<file path="src/rtl/adc_seq_pkg.sv">
package adc_seq_pkg;

    typedef enum logic [1:0] {
        SQ_IDLE,
        SQ_CFG,
        SQ_SMP,
        SQ_CNV
    } sq_state_e;

endpackage

</file>
<file path="src/rtl/adc_seq_queue.sv">
module adc_seq_queue #(
    parameter int CH_W  = 5,
    parameter int SMP_W = 4
) (
    input  logic             clk,
    input  logic             rst,
    input  logic             in_valid,
    output logic             in_ready,
    input  logic             in_cfg,
    input  logic [CH_W-1:0]  in_chan,
    input  logic [SMP_W-1:0] in_smp,
    input  logic             done,
    output logic             head_v,
    output logic             head_cfg,
    output logic [CH_W-1:0]  head_chan,
    output logic [SMP_W-1:0] head_smp,
    output logic             tail_v,
    output logic             tail_cfg,
    output logic [CH_W-1:0]  tail_chan,
    output logic [SMP_W-1:0] tail_smp
);

    localparam int ENT_W = 1 + CH_W + SMP_W;

    logic [ENT_W-1:0] slot_q [2];
    logic [1:0]       vld_q;
    logic             take;
    logic             shift;

    assign in_ready = !vld_q[0];
    assign take     = in_valid && !vld_q[0];
    assign shift    = vld_q[0] && (!vld_q[1] || done);

    always_ff @(posedge clk) begin
        if (rst) begin
            vld_q     <= '0;
            slot_q[0] <= '0;
            slot_q[1] <= '0;
        end else begin
            if (shift) begin
                slot_q[1] <= slot_q[0];
                vld_q[1]  <= 1'b1;
                vld_q[0]  <= 1'b0;
            end else if (done) begin
                vld_q[1]  <= 1'b0;
            end
            if (take) begin
                slot_q[0] <= {in_cfg, in_chan, in_smp};
                vld_q[0]  <= 1'b1;
            end
        end
    end

    assign head_v = vld_q[1];
    assign tail_v = vld_q[0];
    assign {head_cfg, head_chan, head_smp} = slot_q[1];
    assign {tail_cfg, tail_chan, tail_smp} = slot_q[0];

    // a waiting tail entry is neither lost nor altered before it moves up
    assert_tail_hold_R2: assert property (@(posedge clk) disable iff (rst)
        (tail_v && !shift) |=> (tail_v && $stable(tail_chan) && $stable(tail_cfg)));

    // an accepted command closes the handshake in the next cycle
    assert_no_overflow_R2: assert property (@(posedge clk) disable iff (rst)
        take |=> !in_ready);

endmodule

</file>
<file path="src/rtl/adc_seq_fsm.sv">
module adc_seq_fsm
    import adc_seq_pkg::*;
#(
    parameter int CH_W     = 5,
    parameter int SMP_W    = 4,
    parameter int DIV      = 2,
    parameter int CONV_CYC = 12,
    parameter int CFG_CYC  = 2
) (
    input  logic             clk,
    input  logic             rst,
    input  logic             head_v,
    input  logic             head_cfg,
    input  logic [CH_W-1:0]  head_chan,
    input  logic [SMP_W-1:0] head_smp,
    input  logic             tail_v,
    input  logic             tail_cfg,
    input  logic [CH_W-1:0]  tail_chan,
    input  logic [SMP_W-1:0] tail_smp,
    output logic             done,
    output logic             cap,
    output logic             fire,
    output logic [CH_W-1:0]  mux_sel,
    output logic             smp_phase,
    output logic             cnv_phase,
    output logic             cfg_active,
    output logic             res_valid,
    output logic [CH_W-1:0]  res_chan
);

    localparam int HALF     = DIV / 2;
    localparam int CONV_LEN = CONV_CYC * DIV;
    localparam int CFG_LEN  = CFG_CYC * DIV;
    localparam int MIN_SMP  = 2;
    localparam int CNT_W    = $clog2(((2 ** SMP_W) + CONV_CYC + CFG_CYC) * DIV);
    localparam logic [CNT_W-1:0] EARLY_AT = CNT_W'(CONV_LEN - HALF - 1);

    sq_state_e        st_q, st_d;
    logic [CNT_W-1:0] cnt_q, cnt_d;
    logic [CNT_W-1:0] len_q, len_d;
    logic [CH_W-1:0]  cur_q, cur_d;
    logic [CH_W-1:0]  mux_q, mux_d;
    logic [CH_W-1:0]  rch_q, rch_d;
    logic             rv_q, rv_d;
    logic             last;
    logic             tail_conv;

    function automatic logic [CNT_W-1:0] smp_len(input logic [SMP_W-1:0] s);
        if (s < SMP_W'(MIN_SMP))
            return CNT_W'(MIN_SMP * DIV);
        else
            return CNT_W'(s) * CNT_W'(DIV);
    endfunction

    assign last      = (cnt_q == len_q - CNT_W'(1));
    assign tail_conv = tail_v && !tail_cfg;

    // next state
    always_comb begin
        st_d  = st_q;
        cnt_d = cnt_q + CNT_W'(1);
        len_d = len_q;
        cur_d = cur_q;
        mux_d = mux_q;
        rch_d = rch_q;
        rv_d  = 1'b0;
        unique case (st_q)
            SQ_IDLE: begin
                cnt_d = '0;
                if (head_v) begin
                    if (head_cfg) begin
                        st_d  = SQ_CFG;
                        len_d = CNT_W'(CFG_LEN);
                    end else begin
                        st_d  = SQ_SMP;
                        len_d = smp_len(head_smp);
                        cur_d = head_chan;
                        mux_d = head_chan;
                    end
                end
            end
            SQ_CFG: begin
                if (last) begin
                    st_d  = SQ_IDLE;
                    cnt_d = '0;
                end
            end
            SQ_SMP: begin
                if (last) begin
                    st_d  = SQ_CNV;
                    len_d = CNT_W'(CONV_LEN);
                    cnt_d = '0;
                end
            end
            SQ_CNV: begin
                if (cnt_q == EARLY_AT && tail_conv)
                    mux_d = tail_chan;
                if (last) begin
                    rv_d  = 1'b1;
                    rch_d = cur_q;
                    cnt_d = '0;
                    if (tail_conv) begin
                        st_d  = SQ_SMP;
                        len_d = smp_len(tail_smp);
                        cur_d = tail_chan;
                        mux_d = tail_chan;
                    end else begin
                        st_d  = SQ_IDLE;
                    end
                end
            end
        endcase
    end

    // state register
    always_ff @(posedge clk) begin
        if (rst) begin
            st_q  <= SQ_IDLE;
            cnt_q <= '0;
            len_q <= '0;
            cur_q <= '0;
            mux_q <= '0;
            rch_q <= '0;
            rv_q  <= 1'b0;
        end else begin
            st_q  <= st_d;
            cnt_q <= cnt_d;
            len_q <= len_d;
            cur_q <= cur_d;
            mux_q <= mux_d;
            rch_q <= rch_d;
            rv_q  <= rv_d;
        end
    end

    // outputs
    always_comb begin
        smp_phase  = (st_q == SQ_SMP);
        cnv_phase  = (st_q == SQ_CNV);
        cfg_active = (st_q == SQ_CFG);
        done       = last && (st_q == SQ_CFG || st_q == SQ_CNV);
        cap        = last && (st_q == SQ_SMP);
        fire       = rv_d;
        mux_sel    = mux_q;
        res_valid  = rv_q;
        res_chan   = rch_q;
    end

    // configuration execution is only ever entered from idle
    assert_cfg_from_idle_R3: assert property (@(posedge clk) disable iff (rst)
        $rose(cfg_active) |-> ($past(st_q) == SQ_IDLE));

    // sampling never ends before the two-clock minimum
    assert_min_sample_R4: assert property (@(posedge clk) disable iff (rst)
        cap |-> (cnt_q >= CNT_W'(MIN_SMP * DIV - 1)));

    // sampling is followed at once by conversion
    assert_conv_follows_R5: assert property (@(posedge clk) disable iff (rst)
        cap |=> cnv_phase);

    // a waiting conversion starts sampling with no idle gap
    assert_no_gap_R10: assert property (@(posedge clk) disable iff (rst)
        (fire && tail_conv) |=> smp_phase);

endmodule

</file>
<file path="src/rtl/adc_seq_tstamp.sv">
module adc_seq_tstamp #(
    parameter int TB_W = 16
) (
    input  logic            clk,
    input  logic            rst,
    input  logic            cap,
    input  logic            fire,
    input  logic [TB_W-1:0] tbase,
    output logic [TB_W-1:0] res_ts
);

    logic [TB_W-1:0] held_q;
    logic [TB_W-1:0] out_q;

    always_ff @(posedge clk) begin
        if (rst) begin
            held_q <= '0;
            out_q  <= '0;
        end else begin
            if (cap)
                held_q <= tbase;
            if (fire)
                out_q <= held_q;
        end
    end

    assign res_ts = out_q;

endmodule

</file>
<file path="src/rtl/adc_cmd_seq.sv">
module adc_cmd_seq #(
    parameter int CH_W     = 5,
    parameter int SMP_W    = 4,
    parameter int TB_W     = 16,
    parameter int RES_W    = 12,
    parameter int DIV      = 2,
    parameter int CONV_CYC = 12,
    parameter int CFG_CYC  = 2
) (
    input  logic             clk,
    input  logic             rst,
    input  logic             cmd_valid,
    output logic             cmd_ready,
    input  logic             cmd_cfg,
    input  logic [CH_W-1:0]  cmd_chan,
    input  logic [SMP_W-1:0] cmd_smp,
    input  logic [TB_W-1:0]  tbase,
    output logic [CH_W-1:0]  mux_sel,
    output logic             smp_phase,
    output logic             cnv_phase,
    output logic             cfg_active,
    output logic             res_valid,
    output logic [CH_W-1:0]  res_chan,
    output logic [RES_W-1:0] res_data,
    output logic [TB_W-1:0]  res_ts
);

    logic             head_v, head_cfg, tail_v, tail_cfg;
    logic [CH_W-1:0]  head_chan, tail_chan;
    logic [SMP_W-1:0] head_smp, tail_smp;
    logic             done, cap, fire;

    adc_seq_queue #(.CH_W(CH_W), .SMP_W(SMP_W)) u_queue (
        .clk(clk), .rst(rst),
        .in_valid(cmd_valid), .in_ready(cmd_ready),
        .in_cfg(cmd_cfg), .in_chan(cmd_chan), .in_smp(cmd_smp),
        .done(done),
        .head_v(head_v), .head_cfg(head_cfg), .head_chan(head_chan), .head_smp(head_smp),
        .tail_v(tail_v), .tail_cfg(tail_cfg), .tail_chan(tail_chan), .tail_smp(tail_smp)
    );

    adc_seq_fsm #(
        .CH_W(CH_W), .SMP_W(SMP_W), .DIV(DIV),
        .CONV_CYC(CONV_CYC), .CFG_CYC(CFG_CYC)
    ) u_fsm (
        .clk(clk), .rst(rst),
        .head_v(head_v), .head_cfg(head_cfg), .head_chan(head_chan), .head_smp(head_smp),
        .tail_v(tail_v), .tail_cfg(tail_cfg), .tail_chan(tail_chan), .tail_smp(tail_smp),
        .done(done), .cap(cap), .fire(fire),
        .mux_sel(mux_sel), .smp_phase(smp_phase), .cnv_phase(cnv_phase),
        .cfg_active(cfg_active), .res_valid(res_valid), .res_chan(res_chan)
    );

    adc_seq_tstamp #(.TB_W(TB_W)) u_tstamp (
        .clk(clk), .rst(rst), .cap(cap), .fire(fire),
        .tbase(tbase), .res_ts(res_ts)
    );

    assign res_data = RES_W'(res_chan);

    // a result appears only as conversion ends
    assert_res_after_conv_R9: assert property (@(posedge clk) disable iff (rst)
        res_valid |-> ($past(cnv_phase) && !cnv_phase));

endmodule

</file>
<file path="config.mk">
export PLATFORM = sky130hd
export DESIGN_NAME = adc_cmd_seq
export DESIGN_NICKNAME = d
export VERILOG_FILES = /design/src/rtl/adc_seq_pkg.sv /design/src/rtl/adc_seq_queue.sv /design/src/rtl/adc_seq_fsm.sv /design/src/rtl/adc_seq_tstamp.sv /design/src/rtl/adc_cmd_seq.sv
export SDC_FILE = /design/constraint.sdc
export NUM_CORES = 1
export LEC_CHECK = 0
export CAP_MARGIN = 20
export CORE_MARGIN = 1.5
export CORE_UTILIZATION = 43
export DETAILED_ROUTE_END_ITERATION = 6
export PLACE_DENSITY = 0.72
export SYNTH_ARGS = -nofsm -noshare
export SYNTH_HDL_FRONTEND = slang
export SYNTH_SLANG_ARGS = --single-unit
export TNS_END_PERCENT = 50
</file>
<file path="constraint.sdc">
create_clock -name clk -period 3.27 [get_ports clk]
set_clock_uncertainty 0.15 [all_clocks]
set_input_delay 0.654 -clock clk [delete_from_list [all_inputs] [get_ports clk]]
set_output_delay 0.654 -clock clk [all_outputs]
set_load 0.005 [all_outputs]
</file>
==> results of run 1 <==
-- critical path: stages (launching register included) --
cell and delay [ns]:
dfxtp_1 0.37, inv_1 0.07, ha_1 0.25, o21ba_1 0.18, a221o_1 0.42, a2111oi_0 0.55, o21ai_0 0.20, nand2_1 0.35
-- registers in the layout, indices dropped and copies added, names as in the netlist, 4 cells and up, named ones only --
signal and flops:
u_fsm.cnt_q 6, u_fsm.cur_q 5, u_fsm.res_chan 5, u_tstamp.held_q 16
u_queue.slot_q 20, u_fsm.len_q 4, u_tstamp.res_ts 16
-- worst paths after layout --
path	to	cells past startpoint	slack, ns	from
worst max-delay path	u_queue.slot_q[0][11]	7	0.39	u_fsm.len_q[1]
worst min register to register	u_tstamp.res_ts[4]	2	0.31	u_tstamp.res_ts[4]
worst min-delay path	u_tstamp.res_ts[4]	2	0.31	u_tstamp.res_ts[4]
worst max register to register	u_queue.slot_q[0][11]	7	0.39	u_fsm.len_q[1]
-- where the power goes --
group | leakage (nW) | total (mW) | switching, mW | internal, mW
combinational | 0.734 | 0.554 | 0.298 | 0.256
clock | 0.117 | 0.848 | 0.404 | 0.444
sequential | 0.717 | 1.20 | 0.0686 | 1.13
-- cells in the mapped netlist (6+ instances only) --
library cell | number | share of area [%]
and2_1 | 27 | 4.7
buf_4 | 12 | 2.5
o21ai_0 | 17 | 2.4
ha_1 | 7 | 2.4
dfxtp_1 | 62 | 35
a211oi_1 | 9 | 1.9
clkbuf_1 | 23 | 2.4
nand2_1 | 65 | 6.8
nor2_1 | 27 | 2.8
a21oi_1 | 49 | 6.8
nor3_1 | 7 | 0.97
nor2b_1 | 7 | 1.2
nand3_1 | 20 | 2.8
a221oi_1 | 6 | 1.5
inv_1 | 13 | 1.4
edfxtp_1 | 20 | 17
-- logic make-up after synthesis --
group	Yosys count	synth area share (%)
and+or+nand+nor	161	20.9
buffers and inverters	50	6.68
adders and majority gates	7	2.43
other	1	0.104
xor gates and xnor gates	9	2.19
AOI/OAI and AO/OA	96	16.5
DFF	82	51.2
-- layout make-up --
type	count	share of cell area, %
clock inverters	7	2.31
well taps	105	2.92
inverters	14	1.17
repair buffers	73	15.6
multi-input cells	280	34.3
flip-flops and latches	82	40.9
clock buffers	9	2.75
-- metrics by stage --
stage	hold slack (ns)	cell area (µm²)	total power [mW]
6_report	0.306	4500	2.60
3_3_place_gp	0.287	4270	1.75
3_5_place_dp	0.293	4270	1.77
2_1_floorplan	0.282	3620	1.58
5_1_grt	0.326	4500	2.73
4_1_cts	0.306	4500	2.61
-- per-layer routing --
| layer | vias to the layer above | part of all wire, % |
|---|---|---|
| met5 | - | 0 |
| met4 | 0 | 1.7 |
| met3 | 12 | 5.2 |
| met2 | 71 | 48 |
| met1 | 1347 | 45 |
| li1 | 1478 | - |
==> reports/qor.csv, run 1 <==
stage;metric;value;unit
yosys;synthesized area;3600;µm²
clocking;Post-CTS Setup Bufs;0;
yosys;Synth Instances;406;
clocking;hold buffer count at CTS;0;
finish;area delta synth->final;25.1;%
global_route;largest net degree at the start of global routing;47;
die;Starting Density;44.0;%
routing;DRT Pass-1 Iters;4;
placement;Cells after DPL;554;
routing;Vias;2908;
sta;Final Cycle Share;88.2;%
global_route;GR peak layer;met2;
clocking;Root Driver;clkbuf_8;
finish;commonest non-fill, non-tap cells in the layout;65 x nand2_1, 63 x clkdlybuf4s50_1, 62 x dfxtp_1, 49 x a21oi_1;
yosys;flops & latches, synth;82;
routing;DRT iter0 DRCs;125;
global_route;vias in the first global route;2788;
clocking;post-cts resize count;0;
clocking;CTS tree;built;
die;Core Rows;33;
finish;antenna cells;0;
routing;Post-DRT Antenna Nets;0;
sta;final hold vios;0;
sta;fin crit period;2.88;ns
routing;post-DR wirelength/cell;13.3;µm
finish;fin util;55.0;%
sta;Setup WS post-layout;0.386;ns
routing;drt drc;0;
die;IO Pins;72;
worst_setup_path;crit path kind;reg -> reg;
sta;final setup fails;0;
placement;Port Buf Inserts;64;
finish;Final nets;496;
finish;footprint of the multi-input gates;1540;µm²
clocking;CTS sink cnt;82;
sta;slew margin rel.;63.7;%
global_route;routing usage on met3;4.83;%
yosys;Yosys cell types;39;
sta;RSZ-0062 raised after global routing;false;
yosys;Syn Area/Cell;8.86;µm²
routing;final wirelength;7600;µm
yosys;Async SR Flop Fraction;0;%
yosys;Post-synth EDFFs;20;
yosys;ys flop type;dfxtp_1;
run_status;status;completed;
clocking;total CTS buffers;9;
clocking;clk buf depth;2;
worst_setup_path;Critical Path RT;3.14;ns
yosys;sequential fraction of the synthesis area;51.2;%
finish;register area;1840;µm²
global_route;met1 Track Usage GR;22.2;%
power_and_ir_drop;PD cells;577;nW/µm²
global_route;Global Route Usage Sum;18.5;%
sta;worst slew pin tran;0.530;ns
power_and_ir_drop;LEAKAGE;1.57;nW
die;Chip Height;94.5;µm
finish;most common cell after layout, fill and taps aside;nand2_1;
worst_setup_path;WP data arrival;2.76;ns
die;Core Area;8180;µm²
finish;Post-Layout Cell Count;570;
clocking;H-tree level count;3;
worst_setup_path;Worst Setup End Kind;flip-flop;
sta;Final Max Slew Viols;0;
hold_path;HP Class;reg -> reg;
power_and_ir_drop;Peak VDD IR;0.271;mV
run;number of max-cap violations;0;
placement;DP Worst Slack;0.401;ns
global_route;initial antenna violation count;0;
yosys;Syn. warnings;0;
clocking;Worst-path clk slew;0.09;ns
worst_setup_path;Setup crit start kind;flip-flop;
placement;DP Wirelength;5310;µm
die;area of the die;8920;µm²
finish;Fill cells;752;
sta;final setup TNS;0;ns
clocking;clk_lat worst skew;0.36;ns
placement;Placer Congestion;0.850;
global_route;GRT overflow;0;
global_route;global-route wire length before repair;12800;µm
routing;drt via density;5.10;
sta;fmax;0.347;GHz
finish;layout cells sized above 1;7.10;%
worst_setup_path;CP max FO;10;
die;die width;94.5;µm
global_route;GRT met2 Usage;31.3;%
Power figures use the tool's default switching activity.
==> run 2, diff against run 1 <==
--- a/config.mk
+++ b/config.mk
@@ -9,6 +9,7 @@
 export CORE_MARGIN = 1.5
 export CORE_UTILIZATION = 43
 export DETAILED_ROUTE_END_ITERATION = 6
+export GPL_TIMING_DRIVEN = 0
 export PLACE_DENSITY = 0.72
 export SYNTH_ARGS = -nofsm -noshare
 export SYNTH_HDL_FRONTEND = slang
==> reports/qor.csv, run 2 (synthesis gave the netlist of run 1 again) <==
stage;metric;value;unit
die;Chip Height;94.5;µm
placement;Placer Congestion;0.813;
placement;Cells after DPL;580;
die;die width;94.5;µm
worst_setup_path;crit path kind;reg -> reg;
clocking;post-cts resize count;0;
worst_setup_path;Worst Setup End Kind;flip-flop;
finish;antenna cells;0;
die;IO Pins;72;
finish;Final nets;522;
power_and_ir_drop;LEAKAGE;1.62;nW
routing;DRT iter0 DRCs;97;
worst_setup_path;CP endpoint;u_fsm.len_q[4];
routing;DRT Pass-1 Iters;4;
global_route;GRT overflow;0;
die;Core Rows;33;
sta;RSZ-0062 raised after global routing;false;
clocking;CTS tree;built;
sta;worst slew pin tran;0.683;ns
routing;final wirelength;7820;µm
clocking;Worst-path clk slew;0.09;ns
finish;fin util;56.4;%
die;Starting Density;44.0;%
routing;Post-DRT Antenna Nets;0;
worst_setup_path;FF-to-FF path depth;8;
die;area of the die;8920;µm²
worst_setup_path;reg2reg start;u_fsm.len_q[1];
sta;fin crit period;3.06;ns
clocking;hold buffer count at CTS;0;
clocking;H-tree level count;3;
global_route;largest net degree at the start of global routing;17;
sta;final hold slack;0.302;ns
finish;layout cells sized above 1;7.54;%
power_and_ir_drop;PD cells;559;nW/µm²
finish;Post-Layout Cell Count;596;
sta;final hold vios;0;
clocking;clk buf depth;2;
global_route;Global Route Usage Sum;18.8;%
worst_setup_path;WP data arrival;3.14;ns
worst_setup_path;Setup crit start kind;flip-flop;
sta;slew margin rel.;54.5;%
clocking;CTS sink cnt;82;
clocking;Post-CTS Setup Bufs;0;
sta;Final Max Slew Viols;0;
sta;final setup fails;0;
worst_setup_path;setup slack, reg-to-reg;0.21;ns
run_status;status;completed;
global_route;global-route wire length before repair;13300;µm
finish;most flop-heavy register;u_queue.slot_q;
worst_setup_path;CP max FO;8;
clocking;clk_lat worst skew;0.36;ns
clocking;Root Driver;clkbuf_8;
power_and_ir_drop;post-layout power;2.58;mW
die;Core Area;8180;µm²
global_route;initial antenna violation count;0;
worst_setup_path;Worst Setup SP;u_fsm.len_q[1];
routing;Vias;3019;
finish;most common cell after layout, fill and taps aside;nand2_1;
hold_path;HP Class;reg -> reg;
sta;Final Cycle Share;93.6;%
clocking;total CTS buffers;9;
routing;post-DR wirelength/cell;13.1;µm
placement;DP Wirelength;5820;µm
routing;drt drc;0;
run;number of max-cap violations;0;
finish;commonest non-fill, non-tap cells in the layout;65 x nand2_1, 63 x clkdlybuf4s50_1, 62 x dfxtp_1, 49 x a21oi_1;
worst_setup_path;Critical Path RT;3.35;ns
placement;Port Buf Inserts;63;
power_and_ir_drop;Peak VDD IR;0.267;mV
global_route;vias in the first global route;2864;
routing;drt via density;5.07;
sta;fmax;0.327;GHz
sta;final setup TNS;0;ns
finish;area delta synth->final;28.3;%
worst_setup_path;reg2reg end;u_fsm.len_q[4];
finish;max reg flops;20;
[run 2: per-layer routing]
metal  part of all wire, %  up-vias  wire length, µm  track usage, %
li1                      -     1535                -               -
met1                    46     1405             3630            24.1
met2                    47       70             3700            31.2
met3                   5.0        9              392            3.22
met4                   1.3        0              102            8.21
met5                     0        -                0               0
[run 2: final cells by class]
cell class                 instances  area, µm²
sequential                        82       1840
clock buffer                      10        149
inverter                          14       52.6
timing repair buffer              63        631
clock inverter                     6       76.3
multi-input combinational        280       1540
fill                             725       3560
tap                              105        131
buffer                            36        189
[run 2: where the power goes]
group / leakage, nW / internal, mW / total, mW / switching (mW)
clock: 0.115 / 0.414 / 0.818 / 0.404
combinational: 0.787 / 0.255 / 0.566 / 0.310
sequential: 0.717 / 1.13 / 1.19 / 0.0668
[run 2: metrics by stage]
stage          setup slack (ns)  instance area (µm²)
3_5_place_dp              0.189                 4380
5_1_grt                  0.0301                 4610
6_report                  0.209                 4610
2_1_floorplan             0.506                 3620
3_3_place_gp              0.280                 4380
4_1_cts                   0.162                 4610
[run 2: critical path, stage by stage (launching register included)]
cell	delay [ns]
dfxtp_1	0.37
inv_1	0.08
ha_1	0.26
o21ba_1	0.19
a221o_1	0.42
a2111o_1	0.53
a221o_1	0.46
a2111oi_2	0.41
nor3_1	0.07
[run 2: how the worst min path moves through the flow]
stage                             start             endpoint  slack (ns)  depth (start not counted)
finish                   u_fsm.cur_q[3]    u_fsm.res_chan[3]        0.30                          2
floorplan            u_tstamp.held_q[0]   u_tstamp.res_ts[0]        0.28                          2
global placement    u_tstamp.held_q[13]  u_tstamp.res_ts[13]        0.29                          2
global route         u_tstamp.held_q[5]   u_tstamp.res_ts[5]        0.33                          2
CTS                  u_tstamp.held_q[2]   u_tstamp.res_ts[2]        0.30                          2
detailed placement   u_tstamp.held_q[5]   u_tstamp.res_ts[5]        0.30                          2
==> run 3, diff against run 2 <==
--- a/config.mk
+++ b/config.mk
@@ -7,10 +7,11 @@
 export LEC_CHECK = 0
 export CAP_MARGIN = 20
 export CORE_MARGIN = 1.5
-export CORE_UTILIZATION = 43
+export CORE_UTILIZATION = 45
 export DETAILED_ROUTE_END_ITERATION = 6
+export GPL_ROUTABILITY_DRIVEN = 0
 export GPL_TIMING_DRIVEN = 0
-export PLACE_DENSITY = 0.72
+export PLACE_DENSITY = 0.74
 export SYNTH_ARGS = -nofsm -noshare
 export SYNTH_HDL_FRONTEND = slang
 export SYNTH_SLANG_ARGS = --single-unit
==> reports/qor.csv, run 3 (synthesis gave the netlist of run 1 again) <==
stage;metric;value;unit
run;number of max-cap violations;0;
finish;Post-Layout Cell Count;593;
worst_setup_path;Slowest-stage cell, CP;a2111o_1;
sta;final setup TNS;0;ns
die;IO Pins;72;
worst_setup_path;Critical Path RT;3.34;ns
global_route;largest net degree at the start of global routing;16;
sta;fin crit period;3.03;ns
global_route;global-route wire length before repair;13200;µm
die;die width;92.4;µm
clocking;Root Driver;clkbuf_8;
global_route;vias in the first global route;2844;
die;area of the die;8540;µm²
power_and_ir_drop;post-layout power;2.51;mW
worst_setup_path;setup slack, reg-to-reg;0.24;ns
placement;DP Worst Slack;0.229;ns
routing;drt drc;0;
finish;antenna cells;0;
finish;fin util;59.4;%
clocking;CTS sink cnt;82;
clocking;H-tree level count;3;
sta;RSZ-0062 raised after global routing;false;
worst_setup_path;Setup crit start kind;flip-flop;
finish;Final nets;522;
finish;commonest non-fill, non-tap cells in the layout;65 x nand2_1, 63 x clkdlybuf4s50_1, 62 x dfxtp_1, 49 x a21oi_1;
die;Starting Density;46.6;%
run_status;status;completed;
placement;Cells after DPL;577;
sta;fmax;0.330;GHz
clocking;clk_lat worst skew;0.35;ns
die;Core Rows;32;
routing;drt via density;5.10;
worst_setup_path;reg2reg start;u_fsm.len_q[1];
routing;post-DR wirelength/cell;13.4;µm
routing;final wirelength;7940;µm
worst_setup_path;CP max FO;8;
power_and_ir_drop;Peak VDD IR;0.255;mV
power_and_ir_drop;Psw;0.746;mW
finish;max reg flops;20;
power_and_ir_drop;Reg power frac;47.4;%
finish;layout cells sized above 1;7.13;%
clocking;hold buffer count at CTS;0;
hold_path;Hold Path Depth;2;
worst_setup_path;crit path kind;reg -> reg;
sta;final hold vios;0;
finish;most flop-heavy register;u_queue.slot_q;
power_and_ir_drop;LEAKAGE;1.60;nW
global_route;Global Route Usage Sum;19.7;%
hold_path;HP Class;reg -> reg;
worst_setup_path;reg2reg end;u_fsm.len_q[4];
power_and_ir_drop;Pint;1.76;mW
sta;slew margin rel.;58.6;%
placement;Port Buf Inserts;63;
die;Core Area;7730;µm²
worst_setup_path;Worst Setup End Kind;flip-flop;
placement;DP Wirelength;5770;µm
routing;Post-DRT Antenna Nets;0;
routing;DRT Pass-1 Iters;5;
power_and_ir_drop;Comb pwr share;22.0;%
global_route;initial antenna violation count;0;
finish;most common cell after layout, fill and taps aside;nand2_1;
sta;Setup WS post-layout;0.236;ns
global_route;GRT overflow;0;
power_and_ir_drop;PD cells;547;nW/µm²
worst_setup_path;Critical Path Max Stage Delay;0.57;ns
worst_setup_path;crit path cell chain;inv_1, ha_1, o21ba_1, a221o_1, a2111o_1, a221o_1, a2111oi_2, nor3_1;
sta;final setup fails;0;
die;Chip Height;92.4;µm
finish;area delta synth->final;27.5;%
clocking;clk buf depth;2;
clocking;Worst-path clk slew;0.09;ns
worst_setup_path;WP data arrival;3.11;ns
hold_path;hold_sp;u_tstamp.held_q[11];
clocking;total CTS buffers;9;
routing;DRT iter0 DRCs;101;
hold_path;hold endpoint;u_tstamp.res_ts[11];
sta;Final Cycle Share;92.8;%
worst_setup_path;FF-to-FF path depth;8;
power_and_ir_drop;Sw Share;29.7;%
routing;Vias;3026;
worst_setup_path;Crit path top cell by count;a221o_1;
finish;Fill cells;697;
sta;worst slew pin tran;0.621;ns
sta;Final Max Slew Viols;0;
power_and_ir_drop;clock power share;30.5;%
clocking;CTS tree;built;
==> run 3: cell type report <==
class / instances / area, µm² / share of cell area [%]
Sequential cell: 82 / 1840 / 40.2
Multi-Input combinational cell: 280 / 1540 / 33.6
Timing Repair Buffer: 63 / 631 / 13.7
Buffer: 36 / 188 / 4.09
Clock buffer: 10 / 138 / 3.00
Tap cell: 102 / 128 / 2.78
Clock inverter: 6 / 70.1 / 1.53
Inverter: 14 / 52.6 / 1.15
==> run 3: worst max-delay path: cells and delay by family, from the launching register on <==
| family | cells | cell delay (ns) |
|---|---|---|
| and+or+nand+nor | 1 | 0.07 |
| AOI/OAI and AO/OA | 5 | 2.00 |
| adders and majority gates | 1 | 0.25 |
| buffers and inverters | 1 | 0.07 |
| DFF | 1 | 0.36 |
==> run 3: worst max path at each step <==
stage                         startpoint                     to  slack (ns)  depth (start not counted)
after CTS                 u_fsm.len_q[1]   u_queue.slot_q[0][5]        0.21                          9
final                     u_fsm.len_q[1]         u_fsm.len_q[4]        0.24                          8
after global placement    u_fsm.len_q[1]  u_queue.slot_q[0][10]        0.28                          9
after floorplan           u_fsm.len_q[1]         u_fsm.len_q[4]        0.51                          8
after global routing      u_fsm.len_q[1]     u_tstamp.res_ts[6]        0.07                         10
after detailed placement  u_fsm.len_q[1]   u_queue.slot_q[0][5]        0.23                          9
==> run 3: timing repair <==
| item | in CTS | in global routing |
|---|---|---|
| buffers inserted | 0 | 0 |
| setup endpoints to repair | 0 | 2 |
| gates resized for setup | 0 | 1 |
==> run 3: routing by layer <==
layer | global-route usage, % | vias up | routed length, µm
li1 | - | 1539 | -
met1 | 24.5 | 1386 | 3530
met2 | 33.5 | 92 | 3860
met3 | 4.68 | 9 | 454
met4 | 6.41 | 0 | 89
met5 | 0 | - | 0
==> run 3: power by group through the flow <==
stage / clock [mW] / combinational, mW / sequential [mW]
floorplan: 0 / 0.382 / 1.20
global placement: 0 / 0.537 / 1.21
detailed placement: 0 / 0.548 / 1.21
CTS: 0.774 / 0.553 / 1.19
global route: 0.818 / 0.620 / 1.20
finish: 0.765 / 0.553 / 1.19
==> run 3: per-stage QoR <==
step	hold slack, ns	instance area, µm²
floorplan	0.282	3620
global placement	0.285	4380
detailed placement	0.296	4380
CTS	0.306	4590
global route	0.324	4590
finish	0.305	4590
